`src/rtl/sfw_pkg.sv`:
```
package sfw_pkg;
   localparam logic [7:0] WRSR_OPCODE = 8'h01;
   localparam int         SR_HI_W     = 6;   // bits 7..2 of the status byte
   localparam int         SR_HI_SRWD  = 5;   // bit 7 within the upper field

   typedef enum logic [1:0] {
      FLEN_BAD = 2'd0,
      FLEN_ONE = 2'd1,
      FLEN_TWO = 2'd2
   } flen_e;

   typedef struct packed {
      flen_e      len;
      logic [7:0] opc;
      logic [7:0] sr;
      logic [7:0] cr;
   } frame_t;
endpackage

```
`src/rtl/sfw_frame_shifter.sv`:
```
module sfw_frame_shifter
   import sfw_pkg::*;
#(
   parameter bit QPI_EN = 1'b1
)(
   input  logic       clk,
   input  logic       rst_n,
   input  logic       cs_n,
   input  logic       sclk,
   input  logic [3:0] sio_in,
   input  logic       qpi_mode,
   output frame_t     frame_o,
   output logic       frame_end_o
);
   localparam int SHW     = 24;
   localparam int CNTW    = 5;
   localparam int CNT_MAX = (1 << CNTW) - 1;

   logic            cs_q, sclk_q;
   logic [SHW-1:0]  sh_q, sh_nx;
   logic [CNTW-1:0] cnt_q;
   logic [2:0]      step;
   logic [CNTW:0]   cnt_sum;
   logic            sclk_rise;

   generate
      if (QPI_EN) begin : g_quad
         always_comb begin
            if (qpi_mode) begin
               step  = 3'd4;
               sh_nx = {sh_q[SHW-5:0], sio_in};
            end else begin
               step  = 3'd1;
               sh_nx = {sh_q[SHW-2:0], sio_in[0]};
            end
         end
      end else begin : g_single
         logic unused_lanes;
         assign unused_lanes = ^{qpi_mode, sio_in[3:1]};
         assign step  = 3'd1;
         assign sh_nx = {sh_q[SHW-2:0], sio_in[0]};
      end
   endgenerate

   assign sclk_rise   = sclk & ~sclk_q & ~cs_n;
   assign frame_end_o = cs_n & ~cs_q;
   assign cnt_sum     = {1'b0, cnt_q} + (CNTW+1)'(step);

   always_ff @(posedge clk or negedge rst_n) begin
      if (!rst_n) begin
         cs_q   <= 1'b1;
         sclk_q <= 1'b0;
         sh_q   <= '0;
         cnt_q  <= '0;
      end else begin
         cs_q   <= cs_n;
         sclk_q <= sclk;
         if (cs_n) begin
            cnt_q <= '0;
         end else if (sclk_rise) begin
            sh_q  <= sh_nx;
            cnt_q <= (cnt_sum > (CNTW+1)'(CNT_MAX)) ? CNTW'(CNT_MAX) : cnt_sum[CNTW-1:0];
         end
      end
   end

   always_comb begin
      frame_o     = '0;
      frame_o.len = FLEN_BAD;
      if (cnt_q == CNTW'(16)) begin
         frame_o.len = FLEN_ONE;
         frame_o.opc = sh_q[15:8];
         frame_o.sr  = sh_q[7:0];
      end else if (cnt_q == CNTW'(24)) begin
         frame_o.len = FLEN_TWO;
         frame_o.opc = sh_q[23:16];
         frame_o.sr  = sh_q[15:8];
         frame_o.cr  = sh_q[7:0];
      end
   end

   // a chip-select high period always leaves an empty bit count
   a_r12_idle_count_zero: assert property (@(posedge clk) disable iff (!rst_n)
      (cs_n && cs_q) |-> (cnt_q == '0));
endmodule

```
`src/rtl/sfw_accept_gate.sv`:
```
module sfw_accept_gate
   import sfw_pkg::*;
(
   input  frame_t frame_i,
   input  logic   frame_end_i,
   input  logic   wel_i,
   input  logic   srwd_i,
   input  logic   wp_n_i,
   input  logic   busy_i,
   output logic   start_o
);
   logic len_ok, opc_ok, hw_locked;

   assign len_ok    = (frame_i.len == FLEN_ONE) || (frame_i.len == FLEN_TWO);
   assign opc_ok    = (frame_i.opc == WRSR_OPCODE);
   assign hw_locked = srwd_i & ~wp_n_i;
   assign start_o   = frame_end_i & len_ok & opc_ok & wel_i & ~hw_locked & ~busy_i;
endmodule

```
`src/rtl/sfw_busy_timer.sv`:
```
module sfw_busy_timer #(
   parameter int BUSY_CYCLES = 64
)(
   input  logic clk,
   input  logic rst_n,
   input  logic start_i,
   output logic busy_o,
   output logic done_o
);
   localparam int CW = $clog2(BUSY_CYCLES + 1);

   generate
      if (BUSY_CYCLES < 1) begin : g_bad_len
         $error("sfw_busy_timer: BUSY_CYCLES must be at least 1");
      end
   endgenerate

   logic [CW-1:0] cnt_q;

   assign done_o = busy_o && (cnt_q == '0);

   always_ff @(posedge clk or negedge rst_n) begin
      if (!rst_n) begin
         busy_o <= 1'b0;
         cnt_q  <= '0;
      end else if (start_i) begin
         busy_o <= 1'b1;
         cnt_q  <= CW'(BUSY_CYCLES - 1);
      end else if (busy_o) begin
         if (cnt_q == '0) busy_o <= 1'b0;
         else             cnt_q  <= cnt_q - 1'b1;
      end
   end

   // a start reloads the full window
   a_r3_window_reload: assert property (@(posedge clk) disable iff (!rst_n)
      start_i |=> (busy_o && cnt_q == CW'(BUSY_CYCLES - 1)));
   // no new start can land inside a running window
   a_r11_no_restart: assert property (@(posedge clk) disable iff (!rst_n)
      start_i |-> !busy_o);
endmodule

```
`src/rtl/sfw_wrsr_engine.sv`:
```
module sfw_wrsr_engine
   import sfw_pkg::*;
#(
   parameter int         BUSY_CYCLES = 64,
   parameter bit         QPI_EN      = 1'b1,
   parameter logic [7:0] CFG_RESET   = 8'h00
)(
   input  logic       clk,
   input  logic       rst_n,
   input  logic       cs_n,
   input  logic       sclk,
   input  logic [3:0] sio_in,
   input  logic       qpi_mode,
   input  logic       wp_n,
   input  logic       wel_set,
   output logic [7:0] status_o,
   output logic [7:0] config_o
);
   frame_t             frame;
   logic               frame_end, start, busy, done;
   logic [SR_HI_W-1:0] sr_hi_q, pend_sr_q;
   logic [7:0]         cr_q, pend_cr_q;
   logic               pend_cr_en_q, wel_q;

   sfw_frame_shifter #(.QPI_EN(QPI_EN)) shifter_i (
      .clk(clk), .rst_n(rst_n), .cs_n(cs_n), .sclk(sclk),
      .sio_in(sio_in), .qpi_mode(qpi_mode),
      .frame_o(frame), .frame_end_o(frame_end)
   );

   sfw_accept_gate gate_i (
      .frame_i(frame), .frame_end_i(frame_end), .wel_i(wel_q),
      .srwd_i(sr_hi_q[SR_HI_SRWD]), .wp_n_i(wp_n), .busy_i(busy),
      .start_o(start)
   );

   sfw_busy_timer #(.BUSY_CYCLES(BUSY_CYCLES)) timer_i (
      .clk(clk), .rst_n(rst_n), .start_i(start),
      .busy_o(busy), .done_o(done)
   );

   always_ff @(posedge clk or negedge rst_n) begin
      if (!rst_n) begin
         sr_hi_q      <= '0;
         cr_q         <= CFG_RESET;
         pend_sr_q    <= '0;
         pend_cr_q    <= '0;
         pend_cr_en_q <= 1'b0;
         wel_q        <= 1'b0;
      end else begin
         if (start) begin
            pend_sr_q    <= frame.sr[7:2];
            pend_cr_q    <= frame.cr;
            pend_cr_en_q <= (frame.len == FLEN_TWO);
         end
         if (done) begin
            sr_hi_q <= pend_sr_q;
            if (pend_cr_en_q) cr_q <= pend_cr_q;
            wel_q   <= 1'b0;
         end else if (wel_set && !busy) begin
            wel_q   <= 1'b1;
         end
      end
   end

   assign status_o = {sr_hi_q, wel_q, busy};
   assign config_o = cr_q;

   // a commit only happens with the latch set
   a_r7_start_needs_wel: assert property (@(posedge clk) disable iff (!rst_n)
      start |-> wel_q);
   // no commit under hardware protection
   a_r8_start_unlocked: assert property (@(posedge clk) disable iff (!rst_n)
      start |-> !(sr_hi_q[SR_HI_SRWD] && !wp_n));
   // the cycle after a commit shows both low bits set
   a_r5_busy_low_bits: assert property (@(posedge clk) disable iff (!rst_n)
      start |=> (status_o[1:0] == 2'b11));
   // the end of the window always leaves the latch clear
   a_r3_end_clears_wel: assert property (@(posedge clk) disable iff (!rst_n)
      $fell(status_o[0]) |-> !status_o[1]);
   // visible registers hold during the window
   a_r11_hold_in_window: assert property (@(posedge clk) disable iff (!rst_n)
      (busy && !done) |=> ($stable(status_o[7:1]) && $stable(config_o)));
   // a badly sized frame never opens a window
   a_r6_bad_len_idle: assert property (@(posedge clk) disable iff (!rst_n)
      (frame_end && frame.len == FLEN_BAD && !busy) |=> !busy);
endmodule

```
`config.mk`:
```
export PLATFORM = sky130hd
export DESIGN_NAME = sfw_wrsr_engine
export DESIGN_NICKNAME = d
export VERILOG_FILES = /design/src/rtl/sfw_pkg.sv /design/src/rtl/sfw_frame_shifter.sv /design/src/rtl/sfw_accept_gate.sv /design/src/rtl/sfw_busy_timer.sv /design/src/rtl/sfw_wrsr_engine.sv
export SDC_FILE = /design/constraint.sdc
export NUM_CORES = 1
export LEC_CHECK = 0
export ABC_CLOCK_PERIOD_IN_PS = 3000
export BUFFER_PORTS_ARGS = -buffer_cell sky130_fd_sc_hd__buf_4
export CAP_MARGIN = 20
export CORE_MARGIN = 3
export CORE_UTILIZATION = 55
export DETAILED_ROUTE_END_ITERATION = 12
export GPL_TIMING_DRIVEN = 1
export PLACE_DENSITY = 0.78
export SYNTH_ARGS = -nofsm -noshare
export SYNTH_HDL_FRONTEND = slang
export SYNTH_SLANG_ARGS = --single-unit
```
`constraint.sdc`:
```
create_clock -name clk -period 3 [get_ports clk]
set_clock_uncertainty 0.1 [all_clocks]
set_input_delay 0.45 -clock clk [delete_from_list [all_inputs] [get_ports clk]]
set_output_delay 0.45 -clock clk [all_outputs]
set_load 0.05 [all_outputs]
```
==> flow_results.org, run 1 <==
** Status
- The flow ran to the end, and the final reports show no timing, DRC or antenna violations.

** Detailed routing
- Routed WL per cell :: about 15 µm
- Once detail routing completed, the nets flagged for antenna violations numbered 0.
- Remaining DRCs :: 0
- Wirelength, routed :: around 5.8 mm
- Iteration-0 DRC count of the detailed router :: 182
- Via count :: 2112
- Via count normalized by instance count :: 5.40
- The first TritonRoute pass finished after 4 iterations.

** Setup path
- STA classifies the critical path startpoint as a flop.
- For the worst setup path, the data arrival time is between 2 and 3 ns.
- Required time at the endpoint of the critical path :: approximately 3.2 ns
- Critical-path top delay cell :: sky130_fd_sc_hd__or4b_1
- The critical path goes through or4b_1 > or4_4 > a221oi_4 > buf_4 > mux2i_1.
- For this run, the slowest stage of the critical path takes ~0.66 ns.
- In this run the worst path has a maximum fanout of 9.
- Sum of buffers and inverters on the critical path :: 1
- By startpoint and endpoint, the worst setup path is classified as reg -> reg.
- Endpoint kind of the worst setup timing path :: flop
- Grouping stages by cell kind, the critical path spends the most delay in simple AND/OR/NAND/NOR gates.

** Die
- The floorplan step set the die height to 82.4 µm.
- Rows :: 27
- The total area inside the core boundary comes to around 5600 µm².
- Initial cell density of the core :: 57.6%
- Number of I/O pins :: 27
- The die covers roughly 6800 µm².
- Die width :: about 82 µm

** Global route
- The number of antenna violations at the first check in global routing was 0.
- Total grt overflow :: 0
- Global routing used ~20% of the available tracks across all layers.
- Entering global routing, the biggest net connects 70 pins.
- Wire length of the first global-routing pass :: a little over 10 mm
- The number of global-route vias before repair came to ~2200.

** STA
- For this run, the top clock speed supported by timing is roughly 370 MHz.
- Post-route minimum period :: 2.72 ns
- Final Setup Violations :: 0
- Once routing completed, OpenROAD measured the worst setup slack at 0.283 ns.
- Hold timing on the final database bottoms out at a slack of between 0.1 and 0.15 ns.
- Post-route fraction of the period consumed by the critical path :: 90.6%
- Slew HR :: between 40% and 50%
- The number of slew-limit violations in the final report came to 0.
- The final hold violation count is 0.
- Setup repair after global routing left no endpoint under its margin.
- In the final timing run, aggregate negative setup slack is 0 ns.
- At the pin with the least slew margin, the transition time is about 0.84 ns.

** Cells and area
- Nets :: 330
- Layout cells sized above 1 :: roughly a fifth
- Area of the multi-input gates :: around 1300 µm²
- Counting the fill cells in the layout gives approximately 450.
- From synthesis to final layout, the design area changed by 14.2%.
- The repair_antennas step left the layout with diodes totalling 0.
- For this run, the share of the core covered by cells in the final layout is 65.8%.
- Register area :: 1730 µm²

** Pwr
- Pwr Density :: 599 nW/µm²
- Summing internal, switching and leakage power gives between 0.002 and 0.0025 W.
- The analysis attributes to cell leakage a power of 1.72 nW.
- Maximum vdd drop :: between 0.3 and 0.4 mV

** Clock network
- TritonCTS Sinks :: just under 70
- Clock latency on the worst-skew pair, taken at its later pin, is between 0.3 and 0.4 ns.
- Gates resized during post-CTS repair numbered 0.
- Clock buffer count from CTS :: 9
- In this run the post-CTS setup repair buffer count came out at 0.
- Number of buffers on the longest clock path :: 2
- Clock-pin slew was measured on the worst setup and hold paths at ~0.07 ns.
- The clock tree synthesis step divided the H-tree into 3 levels.
- In this run, post-CTS hold repair placed 0 buffers.
- TritonCTS built the clock tree.
- In this run the clock root is driven by a sky130_fd_sc_hd__clkbuf_8.

** Synth
- Sorting the synthesized cells by area gives the leading types as sky130_fd_sc_hd__dfrtp_1 53%, sky130_fd_sc_hd__mux2i_1 12%, sky130_fd_sc_hd__mux2_2 6.0%.
- For this run, the number of Yosys warnings is 0.
- Net count after synthesis :: 305
- Post-synthesis cell count :: approximately 290
- After synthesis, the mean cell area works out to around 11 µm².
- Count of state elements after synthesis :: 69
- Share of Yosys cell area claimed by the top area cell type :: ~53%
- Post-synthesis cell type with the largest combined area :: sky130_fd_sc_hd__dfrtp_1
- Post-synth EDFFs :: 0
- In the synthesized netlist the dominant register cell turns out to be sky130_fd_sc_hd__dfrtp_1.
- For this run, asynchronously set or reset flops after synthesis account for 100%.
- Counting distinct cell types in the post-synthesis netlist gives 39.
- Summing the sequential cell areas from Yosys gives 53.8% of the chip area.
- Mapped Area :: between 3000 and 4000 µm²

** Place
- Buffers added on ports :: 26
- Once detailed placement completed, the half-perimeter wirelength came to 3.84 mm.
- Timing analysis after detailed placement gives a worst setup slack of 0.281 ns.
- The congestion estimate from routability-driven global placement came to slightly above 0.8.

** Worst hold path
- Path class of the lowest-slack min-delay path :: in -> async

** Run
- Max-cap violations in this run came to 0.
## flip-flops by register name, indices dropped and copies added, names as in the netlist, 5 cells and up
register	cells
sr_hi_q	6
shifter_i.sh_q	24
shifter_i.cnt_q	5
pend_cr_q	8
config_o	8
timer_i.cnt_q	7
pend_sr_q	6
## layout by cell type, fill, tap and decap left out, drive strengths merged, types with 4 or more instances in the layout
master,count
inv,16
clkbuf,13
ha,5
nand2b,4
dfrtp,68
nor3,6
nor2,41
mux2i,37
nand2,13
a21oi,26
mux2,22
buf,30
## path summary, 6_finish.rpt
path / cells past startpoint / end / slack (ns) / start
worst max-delay path: 5 / pend_cr_q[2] / 0.28 / shifter_i.cnt_q[1]
worst min-delay path: 1 / config_o[1] / 0.11 / rst_n
worst max register to register: 5 / pend_cr_q[2] / 0.28 / shifter_i.cnt_q[1]
worst min register to register: 1 / pend_cr_en_q / 0.40 / pend_cr_en_q
max in group asynchronous: 1 / pend_sr_q[5] / 2.14 / rst_n
min in group clk: 1 / shifter_i.sclk_q / 0.16 / sclk
## power breakdown
group / total, W / switching [W] / internal (W) / leakage, nW
Clock: 0.000847 / 0.000333 / 0.000515 / 0.110
Combinational: 0.000215 / 0.000109 / 0.000106 / 0.792
Sequential: 0.00113 / 0.000114 / 0.00102 / 0.818
Total: 0.00220 / 0.000556 / 0.00164 / 1.72
## metrics by stage
| stage | std cells | cell area (µm²) |
|---|---|---|
| after global placement | 375 | 3440 |
| after detailed placement | 375 | 3440 |
| final | 391 | 3670 |
| after global routing | 391 | 3670 |
| after floorplan | 289 | 3210 |
| after CTS | 391 | 3670 |
## cell type report
class | instances | share of cell area [%]
clock inverters | 3 | 1.84
repair buffers | 30 | 6.14
well taps | 72 | 2.46
inverters | 16 | 1.64
flip-flops and latches | 69 | 47.1
clock buffers | 13 | 4.33
multi-input cells | 188 | 36.5
## synth_stat cells (2+ instances only)
library cell and n:
sky130_fd_sc_hd__ha_1 5, sky130_fd_sc_hd__buf_4 3, sky130_fd_sc_hd__nor4_1 3, sky130_fd_sc_hd__mux2_1 5, sky130_fd_sc_hd__a21oi_1 26, sky130_fd_sc_hd__a211o_1 2, sky130_fd_sc_hd__buf_6 2, sky130_fd_sc_hd__nand2b_1 4
sky130_fd_sc_hd__nand2_1 13, sky130_fd_sc_hd__xor2_1 2, sky130_fd_sc_hd__clkbuf_1 9, sky130_fd_sc_hd__o21ai_0 3, sky130_fd_sc_hd__or4_1 2, sky130_fd_sc_hd__mux2i_1 37, sky130_fd_sc_hd__dfrtp_1 68, sky130_fd_sc_hd__inv_1 16
sky130_fd_sc_hd__mux2_2 17, sky130_fd_sc_hd__nor2b_1 2, sky130_fd_sc_hd__nor4b_1 2, sky130_fd_sc_hd__nor3_1 6, sky130_fd_sc_hd__a31oi_1 2, sky130_fd_sc_hd__nand3_1 3, sky130_fd_sc_hd__nor2_1 41
## per-layer routing
metal  vias up  wire, µm  GRT usage (%)
met5         -         0              0
met4         0       125           9.97
li1       1049         -              -
met3        11       156           4.66
met1      1020      2620           25.9
met2        32      2900           31.8
## kinds of logic after synthesis
group / share of synthesized area [%]
AO/OA/AOI/OAI: 7.56
multiplexers: 19.3
flip-flops: 53.8
XOR/XNOR: 0.819
AND/OR/NAND/NOR: 12.0
adder cells (fa/ha/maj): 1.95
buffers and inverters: 4.60
No activity file was read; power rests on OpenSTA's default activity.
==> run 2: changes to the inputs <==
Settings changed: RECOVER_POWER set to 25.
==> run 2 against run 1 <==
The flow now finishes with violations (max-capacitance violations, max-slew violations); clock-buffer cell count stayed put; flip-flop and latch count is the same; critical path depth unchanged; combinational power is essentially flat; total power shrank 0.13%; final cell count is the same; sequential power about the same; hold slack improved by 0.078 ns; setup slack better by 0.0040 ns; sequential share of layout area increased by 0.13 points.
==> flow_results.org, run 2 (synthesis results as in run 1) <==
** Place
- Weighted congestion at the end of routability-driven global placement :: approximately 0.83
- Summing all placed instances gives a cell area of approximately 3400 µm².
- In this run the tool buffered the top-level ports with 26 buffer cells.
- Post-detailed-placement half-perimeter wirelength :: 3.84 mm

** Global route
- The first global-routing pass estimated approximately 10 mm of wire.
- Global routing used between 20% and 30% of the available tracks.
- Initial antenna violation count :: 0
- Via count of the first global-routing pass :: about 2200
- Largest net degree at the start of global routing :: 70
- The total overflow left after global routing is 0.

** Cells and area
- N_diodes :: 0
- Largest register by flop count :: shifter_i.sh_q
- Share of the core filled with cells in the final layout :: 65.6%
- With fillers left out, the area of the finished cells amounts to around 3700 µm².
- Commonest cells after routing, fill and taps aside :: 68 x sky130_fd_sc_hd__dfrtp_1, 41 x sky130_fd_sc_hd__nor2_1, 37 x sky130_fd_sc_hd__mux2i_1, 27 x sky130_fd_sc_hd__buf_4, 26 x sky130_fd_sc_hd__a21oi_1
- In the final layout, the share of cells above drive strength 1 is 20.1%.
- Compared with the post-synthesis result, the final layout area differs by 13.9%.
- Nets :: 330
- Leading cell type in the layout, fill and taps excluded :: sky130_fd_sc_hd__dfrtp_1
- The register with the most flip-flops in the layout has 24 of them.

** Pwr
- Pwr Density :: ~600 nW/µm²
- Net Switching :: around 0.00055 W
- Maximum vdd drop :: 0.367 mV
- Clock network power share :: between 30% and 40%
- Net switching is roughly a quarter of the power.
- Registers are responsible for around half of the overall power.
- Portion of total power attributed to combinational logic :: around a tenth
- Static leakage :: about 1.7 nW
- Cell internal power was estimated by the tool at roughly 0.0016 W.

** Setup path
- In this run the number of cells on the critical path is 5.
- The worst register-to-register path ends at pend_cr_q[2].
- The startpoint identified for the worst register-to-register timing path is shifter_i.cnt_q[1].
- Data on the critical path is required at its endpoint by 3.15 ns.
- Worst Path Max Fanout :: 9
- Sum of buffers and inverters on the critical path :: 1
- The setup check on the worst reg-to-reg path leaves a slack of 0.29 ns.
- Worst EP arrival :: ~2.9 ns
- The largest single stage delay on the critical path is between 0.6 and 0.7 ns.
- Cell family with the largest share of critical-path delay :: simple AND/OR/NAND/NOR gates
- For this design, the slowest cell found on the critical path is sky130_fd_sc_hd__or4b_1.
- The setup path with the least slack is of type reg -> reg.
- Worst R2R Path Depth :: 5
- Sort of element at the start of the critical path :: flop
- STA classifies the critical path endpoint as a flop.
- Critical-path cell list :: or4b_1 > or4_4 > a221oi_4 > buf_4 > mux2i_1

** Status
- Violations in the final reports :: max-capacitance violations, max-slew violations
- The flow ran to the end, but the final reports show violations.

** Clock network
- Clock tree from TritonCTS :: built
- The H-tree was split into 3 levels.
- The root buffer cell chosen for the clock tree is sky130_fd_sc_hd__clkbuf_8.
- TritonCTS Sinks :: between 60 and 70
- TritonCTS created 9 clock buffers.
- Post-CTS setup repair buffer count :: 0
- Post_cts resized :: 0
- Number of buffers on the longest clock path :: 2
- Clk pin slew, worst setup/hold paths :: 0.07 ns
- For the worst-skew pair, the clock arrives at the later sink with an insertion delay of 0.34 ns.
- Post-CTS Hold Fix Bufs :: 0

** Detailed routing
- After detailed routing, the average wire length per cell comes to roughly 15 µm.
- Via count :: ~2100
- For this run, design rule violations remaining after detail routing come to 0.
- Via count normalized by instance count :: approximately 5.4
- First-pass iteration count of the detailed router :: 4
- The first routing iteration left 170 violations.
- Wirelength, routed :: 5.79 mm
- Residual antenna-violating net count after detailed routing :: 0

** STA
- Final Setup Violations :: 0
- The smallest clock period supported by the final layout is computed as 2.71 ns.
- The number of slew-limit violations in the final report came to 70.
- Slew HR :: -9.91%
- Setup total negative slack on the finished layout was measured at 0 ns.
- Pin slew with the least headroom to its limit :: around 1.6 ns
- Hold Vio Cnt, Final :: 0
- Setup repair after global routing left no endpoint under its margin.
- Highest attainable clock frequency :: between 300 and 400 MHz
- Post-route fraction of the period consumed by the critical path :: roughly nine tenths

** Die
- Rows :: 27
- Area of the die :: 6790 µm²
- The total area inside the core boundary comes to 5570 µm².
- Die span in y :: roughly 80 µm
- Once the floorplan was initialized, standard cells occupied 57.6% of the core.
- 27 I/O pins were placed.
- Die width :: approximately 80 µm

** Run
- Max-cap violations in this run came to 1.

** Worst hold path
- Worst Hold Path EP :: shifter_i.sclk_q
- Along the worst hold path, the cell count comes to 1.
- The path class of the tightest hold or removal check is in -> reg.
- Hold Path Origin :: sclk
run 2: changes by cell type in the layout (fill, tap and decap cells not counted):
| cell | delta |
|---|---|
| sky130_fd_sc_hd__clkbuf_2 | +1 |
| sky130_fd_sc_hd__clkbuf_1 | +2 |
| sky130_fd_sc_hd__buf_4 | -3 |
run 2: power groups by stage:
| stage | logic [W] | registers, W | clock network, W |
|---|---|---|---|
| after floorplan | 0.000165 | 0.00111 | 0 |
| after global placement | 0.000210 | 0.00114 | 0 |
| after detailed placement | 0.000219 | 0.00115 | 0 |
| after CTS | 0.000219 | 0.00113 | 0.000865 |
| after global routing | 0.000254 | 0.00115 | 0.000902 |
| final | 0.000213 | 0.00113 | 0.000847 |
run 2: worst max-delay path by stage:
stage / from / to
detailed placement: shifter_i.cnt_q[1] / pend_cr_q[2]
finish: shifter_i.cnt_q[1] / pend_cr_q[2]
global route: shifter_i.cnt_q[1] / pend_cr_q[6]
CTS: shifter_i.cnt_q[1] / pend_cr_q[2]
floorplan: shifter_i.cnt_q[1] / pend_cr_en_q
global placement: shifter_i.cnt_q[1] / pend_cr_q[0]
run 2: cell type report:
cell class | instances | area [µm²]
clock buffers | 13 | 159
clock inverters | 3 | 67.6
fillers | 455 | 1920
inverters | 16 | 60.1
multi-input cells | 188 | 1340
flip-flops and latches | 69 | 1730
well taps | 72 | 90.1
repair buffers | 30 | 215
run 2: per-stage QoR:
stage          instances  worst slack (ns)  hold WS (ns)  total power, W
6_report             391             0.287         0.191         0.00219
5_1_grt              391             0.146         0.204         0.00231
4_1_cts              391             0.259         0.142         0.00222
3_5_place_dp         375             0.281         0.382         0.00136
3_3_place_gp         375             0.367         0.371         0.00135
2_1_floorplan        289             0.492        0.0544         0.00127
run 2: layer usage:
metal	up-vias	wire length [µm]	track usage [%]
met5	-	0	0
met4	0	126	9.97
met3	12	138	4.66
met2	28	2880	31.8
met1	1008	2650	25.9
li1	1045	-	-
